==> config.mk <==
export PLATFORM = sky130hd
export DESIGN_NAME = acc_mcu
export DESIGN_NICKNAME = d
export VERILOG_FILES = /design/src/rtl/acc_mcu_pkg.sv /design/src/rtl/acc_mcu_decode.sv /design/src/rtl/acc_mcu_regfile.sv /design/src/rtl/acc_mcu_shifter.sv /design/src/rtl/acc_mcu_addsub.sv /design/src/rtl/acc_mcu.sv
export SDC_FILE = /design/constraint.sdc
export NUM_CORES = 1
export LEC_CHECK = 0
export CAP_MARGIN = 5
export CORE_ASPECT_RATIO = 0.6
export CORE_MARGIN = 2
export CORE_UTILIZATION = 50
export CTS_CLUSTER_DIAMETER = 120
export DETAILED_ROUTE_END_ITERATION = 8
export HOLD_SLACK_MARGIN = 0.05
export PLACE_DENSITY = 0.65
export SYNTH_ARGS = -nofsm -noshare
export SYNTH_HDL_FRONTEND = slang
export SYNTH_SLANG_ARGS = --single-unit
==> constraint.sdc <==
create_clock -name clk_i -period 4.2 [get_ports clk_i]
set_input_delay 0.84 -clock clk_i [delete_from_list [all_inputs] [get_ports clk_i]]
set_output_delay 0.84 -clock clk_i [all_outputs]
set_load 0.02 [all_outputs]
==> src/rtl/acc_mcu_pkg.sv <==
package acc_mcu_pkg;
  typedef enum logic [2:0] {
    OP_NOP   = 3'b000,
    OP_LOAD  = 3'b001,
    OP_STORE = 3'b010,
    OP_GET   = 3'b011,
    OP_PUT   = 3'b100,
    OP_ADD   = 3'b101,
    OP_SUB   = 3'b110,
    OP_SHIFT = 3'b111
  } op_e;

  typedef enum logic [1:0] {
    SEL_MEM   = 2'd0,
    SEL_SHIFT = 2'd1,
    SEL_ARITH = 2'd2
  } acc_sel_e;

  typedef struct packed {
    logic     mem_we;
    logic     mem_from_bus;
    logic     acc_we;
    acc_sel_e acc_sel;
    logic     sub;
    logic     bus_oe;
  } ctrl_t;
endpackage

==> src/rtl/acc_mcu_decode.sv <==
module acc_mcu_decode
  import acc_mcu_pkg::*;
(
  input  logic [2:0] op_i,
  output ctrl_t      ctrl_o
);
  always_comb begin
    ctrl_o = '{mem_we: 1'b0, mem_from_bus: 1'b0, acc_we: 1'b0,
               acc_sel: SEL_MEM, sub: 1'b0, bus_oe: 1'b0};
    case (op_e'(op_i))
      OP_LOAD:  begin ctrl_o.mem_we = 1'b1; ctrl_o.mem_from_bus = 1'b1; end
      OP_STORE: ctrl_o.bus_oe = 1'b1;
      OP_GET:   begin ctrl_o.acc_we = 1'b1; ctrl_o.acc_sel = SEL_MEM; end
      OP_PUT:   ctrl_o.mem_we = 1'b1;
      OP_ADD:   begin ctrl_o.acc_we = 1'b1; ctrl_o.acc_sel = SEL_ARITH; end
      OP_SUB:   begin
        ctrl_o.acc_we = 1'b1; ctrl_o.acc_sel = SEL_ARITH; ctrl_o.sub = 1'b1;
      end
      OP_SHIFT: begin ctrl_o.acc_we = 1'b1; ctrl_o.acc_sel = SEL_SHIFT; end
      default:  ;
    endcase
  end
endmodule

==> src/rtl/acc_mcu_regfile.sv <==
module acc_mcu_regfile #(
  parameter int DW = 8,
  parameter int AW = 3
) (
  input  logic          clk_i,
  input  logic          rst_ni,
  input  logic          we_i,
  input  logic [AW-1:0] addr_i,
  input  logic [DW-1:0] wdata_i,
  output logic [DW-1:0] rdata_o
);
  localparam int NW = 1 << AW;

  logic [DW-1:0] mem_q [NW];

  always_ff @(posedge clk_i or negedge rst_ni) begin
    if (!rst_ni) begin
      for (int i = 0; i < NW; i++) mem_q[i] <= '0;
    end else if (we_i) begin
      mem_q[addr_i] <= wdata_i;
    end
  end

  assign rdata_o = mem_q[addr_i];
endmodule

==> src/rtl/acc_mcu_shifter.sv <==
module acc_mcu_shifter #(
  parameter int DW = 8,
  parameter int SW = 3
) (
  input  logic [DW-1:0] data_i,
  input  logic [SW-1:0] amt_i,
  output logic [DW-1:0] data_o
);
  logic [DW-1:0] stage [SW+1];

  assign stage[0] = data_i;
  for (genvar k = 0; k < SW; k++) begin : g_stage
    assign stage[k+1] = amt_i[k] ? (stage[k] << (1 << k)) : stage[k];
  end
  assign data_o = stage[SW];
endmodule

==> src/rtl/acc_mcu_addsub.sv <==
module acc_mcu_addsub #(
  parameter int DW = 8
) (
  input  logic [DW-1:0] a_i,
  input  logic [DW-1:0] b_i,
  input  logic          sub_i,
  output logic [DW-1:0] sum_o
);
  localparam int LV = $clog2(DW);

  logic [DW-1:0] bx, hx, carry;
  logic [DW-1:0] gen [LV+1];
  logic [DW-1:0] prop [LV+1];

  assign bx = sub_i ? ~b_i : b_i;
  assign hx = a_i ^ bx;

  // carry-in folded into bit 0 generate
  for (genvar i = 0; i < DW; i++) begin : g_init
    if (i == 0) begin : g_b0
      assign gen[0][i] = (a_i[i] & bx[i]) | (hx[i] & sub_i);
    end else begin : g_bn
      assign gen[0][i] = a_i[i] & bx[i];
    end
    assign prop[0][i] = hx[i];
  end

  for (genvar l = 0; l < LV; l++) begin : g_lvl
    for (genvar i = 0; i < DW; i++) begin : g_bit
      if (((i >> l) & 1) == 1) begin : g_merge
        localparam int J = ((i >> l) << l) - 1;
        assign gen[l+1][i]  = gen[l][i] | (prop[l][i] & gen[l][J]);
        assign prop[l+1][i] = prop[l][i] & prop[l][J];
      end else begin : g_pass
        assign gen[l+1][i]  = gen[l][i];
        assign prop[l+1][i] = prop[l][i];
      end
    end
  end

  assign carry = {gen[LV][DW-2:0], sub_i};
  assign sum_o = hx ^ carry;
endmodule

==> src/rtl/acc_mcu.sv <==
module acc_mcu
  import acc_mcu_pkg::*;
#(
  parameter int DW = 8,
  parameter int AW = 3
) (
  input  logic           clk_i,
  input  logic           rst_ni,
  input  logic [AW+2:0]  instr_i,
  input  logic [DW-1:0]  bus_i,
  output logic [DW-1:0]  bus_o,
  output logic           bus_oe_o
);
  ctrl_t         ctrl;
  logic [AW-1:0] operand;
  logic [DW-1:0] acc_q, acc_d, rd_data, wr_data, shl_data, arith_data;

  assign operand = instr_i[AW+2:3];

  acc_mcu_decode i_decode (
    .op_i   (instr_i[2:0]),
    .ctrl_o (ctrl)
  );

  assign wr_data = ctrl.mem_from_bus ? bus_i : acc_q;

  acc_mcu_regfile #(.DW(DW), .AW(AW)) i_regfile (
    .clk_i   (clk_i),
    .rst_ni  (rst_ni),
    .we_i    (ctrl.mem_we),
    .addr_i  (operand),
    .wdata_i (wr_data),
    .rdata_o (rd_data)
  );

  acc_mcu_shifter #(.DW(DW), .SW(AW)) i_shifter (
    .data_i (acc_q),
    .amt_i  (operand),
    .data_o (shl_data)
  );

  acc_mcu_addsub #(.DW(DW)) i_addsub (
    .a_i   (acc_q),
    .b_i   (rd_data),
    .sub_i (ctrl.sub),
    .sum_o (arith_data)
  );

  always_comb begin
    case (ctrl.acc_sel)
      SEL_SHIFT: acc_d = shl_data;
      SEL_ARITH: acc_d = arith_data;
      default:   acc_d = rd_data;
    endcase
  end

  always_ff @(posedge clk_i or negedge rst_ni) begin
    if (!rst_ni)          acc_q <= '0;
    else if (ctrl.acc_we) acc_q <= acc_d;
  end

  assign bus_oe_o = ctrl.bus_oe;
  assign bus_o    = ctrl.bus_oe ? rd_data : '0;
endmodule

Yosys cells after proc, flatten, opt, wreduce, memory -nomap -nowiden
Cells that the tools add are included.
{"block": "op_classes", "eq_ne": 10, "n_lt_le_gt_ge": 2, "muxes": 18, "reduce_logical": 4, "bitwise_logic": 34}
{"op": "8-bit 2-to-1 mux", "n": 9}
{"op": "64-bit bitwise mux", "n": 1}
{"op": "8-bit binary-select mux with 3-bit select", "n": 1}
{"op": "8-bit demux with 3-bit select", "n": 1}
{"op": "1-bit AND", "n": 20}
{"op": "8-bit case mux with 2 select lines", "n": 1}
{"op": "8-bit XOR", "n": 2}
{"op": "3-bit equality test, second input constant", "n": 4}
{"op": "1-bit OR", "n": 10}
{"op": "3-bit case mux with 3 select lines", "n": 1}
{"op": "8-bit NOT", "n": 1}
{"op": "3-bit by 2-bit equality test with 1-bit output, second input constant", "n": 2}
{"op": "4-bit greater-or-equal comparator, second input constant", "n": 1}
{"op": "4-bit by 1-bit < comparator with 1-bit output, second input constant", "n": 1}
{"op": "1-bit 2-to-1 mux", "n": 4}
{"op": "4-bit inequality test, second input constant", "n": 1}
{"op": "3-bit NOT with 4-bit output", "n": 1}
{"op": "2-bit OR reduction", "n": 2}
{"op": "3-bit by 1-bit equality test with 1-bit output, second input constant", "n": 1}
{"op": "2-bit by 1-bit equality test with 1-bit output, second input constant", "n": 1}
{"op": "2-bit equality test, second input constant", "n": 1}
{"op": "2-bit AND reduction", "n": 1}
{"op": "1-bit logical AND", "n": 1}
{"block": "word_totals", "regBits": 72, "elab_cells": 78, "out_inout_bits": 9}

Longest topological paths before layout
{"block": "logic_depth", "word_depth": 17, "ltp_mapped": 14}

By module
A second synthesis with hierarchy kept.
{"block": "hier_totals", "hier_cells": 366, "area_unflattened_um2": 4356.7}
{"mod": "acc_mcu_regfile", "instances": 1, "cells_each": 213, "area_per_inst_um2": 3012.9}
{"mod": "acc_mcu", "instances": 1, "cells_each": 74, "area_per_inst_um2": 650.6}
{"mod": "acc_mcu_addsub", "instances": 1, "cells_each": 39, "area_per_inst_um2": 347.8}
{"mod": "acc_mcu_shifter", "instances": 1, "cells_each": 28, "area_per_inst_um2": 274.0}
{"mod": "acc_mcu_decode", "instances": 1, "cells_each": 12, "area_per_inst_um2": 71.3}

Worst setup path after synthesis
Ideal clock, no wire load.
{"block": "synth_path", "path_type": "input -> register", "startpoint": "input instr_i[3]", "endpoint": "register acc_q[4]", "setup_slack_ps": 500, "n_path_buf": 2, "setup_ps": 125, "arrival_time_ps": 3575, "stages": 12, "cell_sequence": "buf_6 buf_6 mux4_2 mux2i_1 xor2_1 fa_1 a21o_1 a21o_1 fa_1 a21oi_1 a22oi_1 mux2_2"}
{"block": "synth_via", "elab_chain_cells": 15, "word_cells_on_any_way": 25, "classes_between": "8 x mux; 17 x bitwise"}
{"element": "from (decl)", "line_no": "acc_mcu.sv:9", "text": "input logic [AW+2:0] instr_i,"}
{"element": "3-bit NOT with 4-bit output (implied by the code)", "line_no": "acc_mcu_regfile.sv:24", "text": "assign rdata_o = mem_q[addr_i];"}
{"element": "8-bit binary-select mux with 3-bit select", "line_no": "acc_mcu_regfile.sv:24"}
{"element": "8-bit 2-to-1 mux (implied by the code) (2 in series)", "line_no": "acc_mcu_regfile.sv:24"}
{"element": "8-bit NOT", "line_no": "acc_mcu_addsub.sv:15", "text": "assign bx = sub_i ? ~b_i : b_i;"}
{"element": "8-bit 2-to-1 mux", "line_no": "acc_mcu_addsub.sv:15"}
{"element": "8-bit XOR", "line_no": "acc_mcu_addsub.sv:16", "text": "assign hx = a_i ^ bx;"}
{"element": "1-bit AND", "line_no": "acc_mcu_addsub.sv:21", "text": "assign gen[0][i] = (a_i[i] & bx[i]) | (hx[i] & sub_i);"}
{"element": "1-bit OR", "line_no": "acc_mcu_addsub.sv:21"}
{"element": "1-bit AND", "line_no": "acc_mcu_addsub.sv:32", "text": "assign gen[l+1][i] = gen[l][i] | (prop[l][i] & gen[l][J]);"}
{"element": "1-bit OR", "line_no": "acc_mcu_addsub.sv:32"}
{"element": "1-bit AND", "line_no": "acc_mcu_addsub.sv:32"}
{"element": "1-bit OR", "line_no": "acc_mcu_addsub.sv:32"}
{"element": "8-bit XOR", "line_no": "acc_mcu_addsub.sv:42", "text": "assign sum_o = hx ^ carry;"}
{"element": "8-bit case mux with 2 select lines *", "line_no": "acc_mcu.sv:50", "text": "case (ctrl.acc_sel)"}
{"element": "to (signal assigned)", "line_no": "acc_mcu.sv:58", "text": "if (!rst_ni) acc_q <= '0;"}
{"element": "to (signal assigned)", "line_no": "acc_mcu.sv:59", "text": "else if (ctrl.acc_we) acc_q <= acc_d;"}
{"element": "to (decl)", "line_no": "acc_mcu.sv:16", "text": "logic [DW-1:0] acc_q, acc_d, rd_data, wr_data, shl_data, arith_data;"}
Every way passes the cells marked *; elsewhere a longest branch is shown, timed or not. The select of a mux whose other input is x is not followed.
A chain may end at the register's enable or synchronous reset.

Final worst setup path
{"block": "layout_path", "startpoint": "input instr_i[4]", "endpoint": "output bus_o[5]"}
{"block": "layout_via", "elab_chain_cells": 5}
{"element": "3-bit NOT with 4-bit output (implied by the code)", "line_no": "acc_mcu_regfile.sv:24"}
{"element": "8-bit binary-select mux with 3-bit select", "line_no": "acc_mcu_regfile.sv:24"}
{"element": "8-bit 2-to-1 mux (implied by the code) (2 in series)", "line_no": "acc_mcu_regfile.sv:24"}
{"element": "8-bit 2-to-1 mux", "line_no": "acc_mcu.sv:63", "text": "assign bus_o = ctrl.bus_oe ? rd_data : '0;"}
{"element": "to (decl)", "line_no": "acc_mcu.sv:11", "text": "output logic [DW-1:0] bus_o,"}
No other way between the ends. The select of a mux whose other input is x is not followed.

==> impl_metrics.env <==
export IMPL_status="finished, final reports clean"
export IMPL_core_area_mm2=0.00791
export IMPL_synthArstFlopShare=1.00
export IMPL_arrival_ns=3.02
export IMPL_die_h_um=74.2
export IMPL_setup_viol=0
export IMPL_vias_per_cell=5.86
export IMPL_drt_iter0_markers=323
export IMPL_clk_path_buf_depth=2
export IMPL_cp_max_fo=11
export IMPL_drive_above_1_share=0.151
export IMPL_grt_remaining_overflow=0
export IMPL_finalWirelength_um=10600
export IMPL_synth_largest_area_cell="dfrtp_1"
export IMPL_post_cts_setup_buffers=0
export IMPL_fin_crit_sh=0.919
export IMPL_antenna_found_initial=0
export IMPL_yosysSeqAreaShare=0.439
export IMPL_finalSetupTns_ns=0
export IMPL_port_buffer_count=24
export IMPL_ios=25
export IMPL_cts_tree="built"
export IMPL_synth_edff_count=0
export IMPL_dieArea_mm2=0.00898
export IMPL_synth_ff_type="dfrtp_1"
export IMPL_grt_max_degree=48
export IMPL_synth_top_cell_area_share=0.439
export IMPL_area_growth_pct=15.0
export IMPL_yosys_top_cells_area="dfrtp_1 44%, a21oi_1 8.0%, nor2_1 6.6%"
export IMPL_cts_inserted_buffers=9
export IMPL_die_x_um=121
export IMPL_powerDensity_mw_per_mm2=619
export IMPL_grt_pass1_vias=3105
export IMPL_gp_congestion=0.933
export IMPL_drc_errors=0
export IMPL_wl_per_cell_um=19.2
export IMPL_vdd_drop_max_mv=0.273
export IMPL_yosys_warnings=0
export IMPL_maxSlewHeadroom=0.377
export IMPL_rsz0062_at_grt="false"
export IMPL_dpl_hpwl_um=7720
export IMPL_synth_seq_cells=72
export IMPL_cts_clk_slew_worst_paths_ns=0.06
export IMPL_grt_pass1_wl_um=17000
export IMPL_fin_hold_ws_ns=0.482
export IMPL_start_util=0.519
export IMPL_netlist_area_mm2=0.00411
export IMPL_synth_cells=414
export IMPL_vias=3240
export IMPL_rows=25
export IMPL_tightest_slew_ns=0.908
export IMPL_clock_skew_ns=0.00425
export IMPL_hold_viol_final=0
export IMPL_dr_pass1_iters=4
export IMPL_clock_sinks=72
export IMPL_htreeDepth=3
export IMPL_synth_common_cells="72 x dfrtp_1, 72 x nor2_1, 66 x a21oi_1"
export IMPL_endpoint_kind="output port"
export IMPL_worstSkewPairLatency_ns=0.34
export IMPL_antenna_left=0
export IMPL_synthesis_nets=441
export IMPL_worstSetupStartpointType="primary input"
export IMPL_hp_class="reg2reg"
export IMPL_syn_avg_cell_area_um2=9.92
export IMPL_n_antenna_cell=0
export IMPL_fin_nets=467
export IMPL_holdBufCountCts=0
export IMPL_maxSlewViolCount=0
export IMPL_leakagePower_nw=2.00
export IMPL_post_synth_num_cell_types=48
export IMPL_layout_min_cycle_time_ns=3.86
export IMPL_cap_violations=0
export IMPL_timing_fmax_ghz=0.259
export IMPL_required_ns=3.36
export IMPL_cts_resized=0
export IMPL_root_buffer="clkbuf_16"
export IMPL_critPathKind="in2out"
export IMPL_grt_usage=0.261
-- power by group --
| part | leakage (nW) | internal (W) | switching [W] |
|---|---|---|---|
| clock | 0.145 | 0.000475 | 0.000289 |
| sequential | 0.844 | 0.000946 | 0.000184 |
| combinational | 1.01 | 0.000472 | 0.000557 |
-- area by class of cell --
| type | count | area (um^2) |
|---|---|---|
| clock buffer | 11 | 243 |
| fill | 659 | 3190 |
| sequential | 72 | 1800 |
| timing repair buffer | 37 | 325 |
| tap | 108 | 135 |
| clock inverter | 5 | 56.3 |
| multi-input combinational | 310 | 2130 |
| inverter | 10 | 37.5 |
-- state kept, by name, indices dropped and copies added (netlist names) --
| name | flops |
|---|---|
| acc_q | 8 |
| i_regfile.mem_q | 64 |
-- cell families after synthesis --
kind of cell	share of synthesized area
AND/OR/NAND/NOR	0.142
AO/OA/AOI/OAI	0.163
flip-flops	0.439
multiplexers	0.147
buffers and inverters	0.0436
XOR/XNOR	0.0274
adder cells (fa/ha/maj)	0.0390
-- worst max-delay path, cell delays in order --
cell and delay (ns):
buf_2 0.33, buf_4 0.26, mux2_4 0.31, a22oi_1 0.18, nor2_1 0.06, a221o_1 0.33
and2_1 0.16, clkdlybuf4s50_1 0.54
-- routing by layer --
| metal | wire length [um] | part of all wire | global-route usage |
|---|---|---|---|
| met5 | 0 | 0 | 0 |
| met4 | 63 | 0.0059 | 0.0543 |
| met2 | 4480 | 0.42 | 0.370 |
| met1 | 5380 | 0.51 | 0.395 |
| met3 | 713 | 0.067 | 0.0813 |
-- final timing paths --
kind	endpoint	slack, ns	from	cells past startpoint
worst max-delay path	bus_o[5]	0.34	instr_i[4]	8
min in group asynchronous	i_regfile.mem_q[33]	0.50	rst_ni	1
worst max register to register	acc_q[5]	0.93	i_regfile.mem_q[33]	12
worst min register to register	i_regfile.mem_q[25]	0.48	i_regfile.mem_q[25]	2
worst min-delay path	i_regfile.mem_q[25]	0.48	i_regfile.mem_q[25]	2
max in group asynchronous	i_regfile.mem_q[62]	2.68	rst_ni	2
-- cells in the final DEF (no fill, tap or decap), types with 3 or more instances in the layout --
master           count
a22oi_1              4
mux2i_1             20
xnor2_1              4
mux4_2              10
o21ai_0              4
nand3_1              5
o21ai_1             12
nor2_1              72
a21oi_1             66
a221oi_1             4
and2_1               4
buf_4               13
mux2_2               7
o211ai_1             4
dfrtp_1             72
mux2i_4              3
xor2_1               7
nand2b_1             8
clkbuf_16            9
nor2_2               8
fa_1                 3
clkdlybuf4s50_1     20
nand2_1             26
buf_2                3
ha_1                 8
inv_1                9
a21o_1               3
nor2b_1              4
-- per-stage QoR --
| step | setup slack, ns | cell area [um^2] | total power, W | util | instances |
|---|---|---|---|---|---|
| 2_1_floorplan | 0.500 | 4110 | 0.00186 | - | 414 |
| 3_3_place_gp | 0.107 | 4420 | 0.00211 | 0.559 | 537 |
| 3_5_place_dp | 0.00893 | 4420 | 0.00215 | 0.559 | 537 |
| 4_1_cts | 0.0289 | 4720 | 0.00293 | 0.597 | 553 |
| 5_1_grt | 0.266 | 4730 | 0.00312 | 0.597 | 553 |
| 6_report | 0.339 | 4730 | 0.00292 | 0.597 | 553 |
Power figures use the tool's default switching activity.
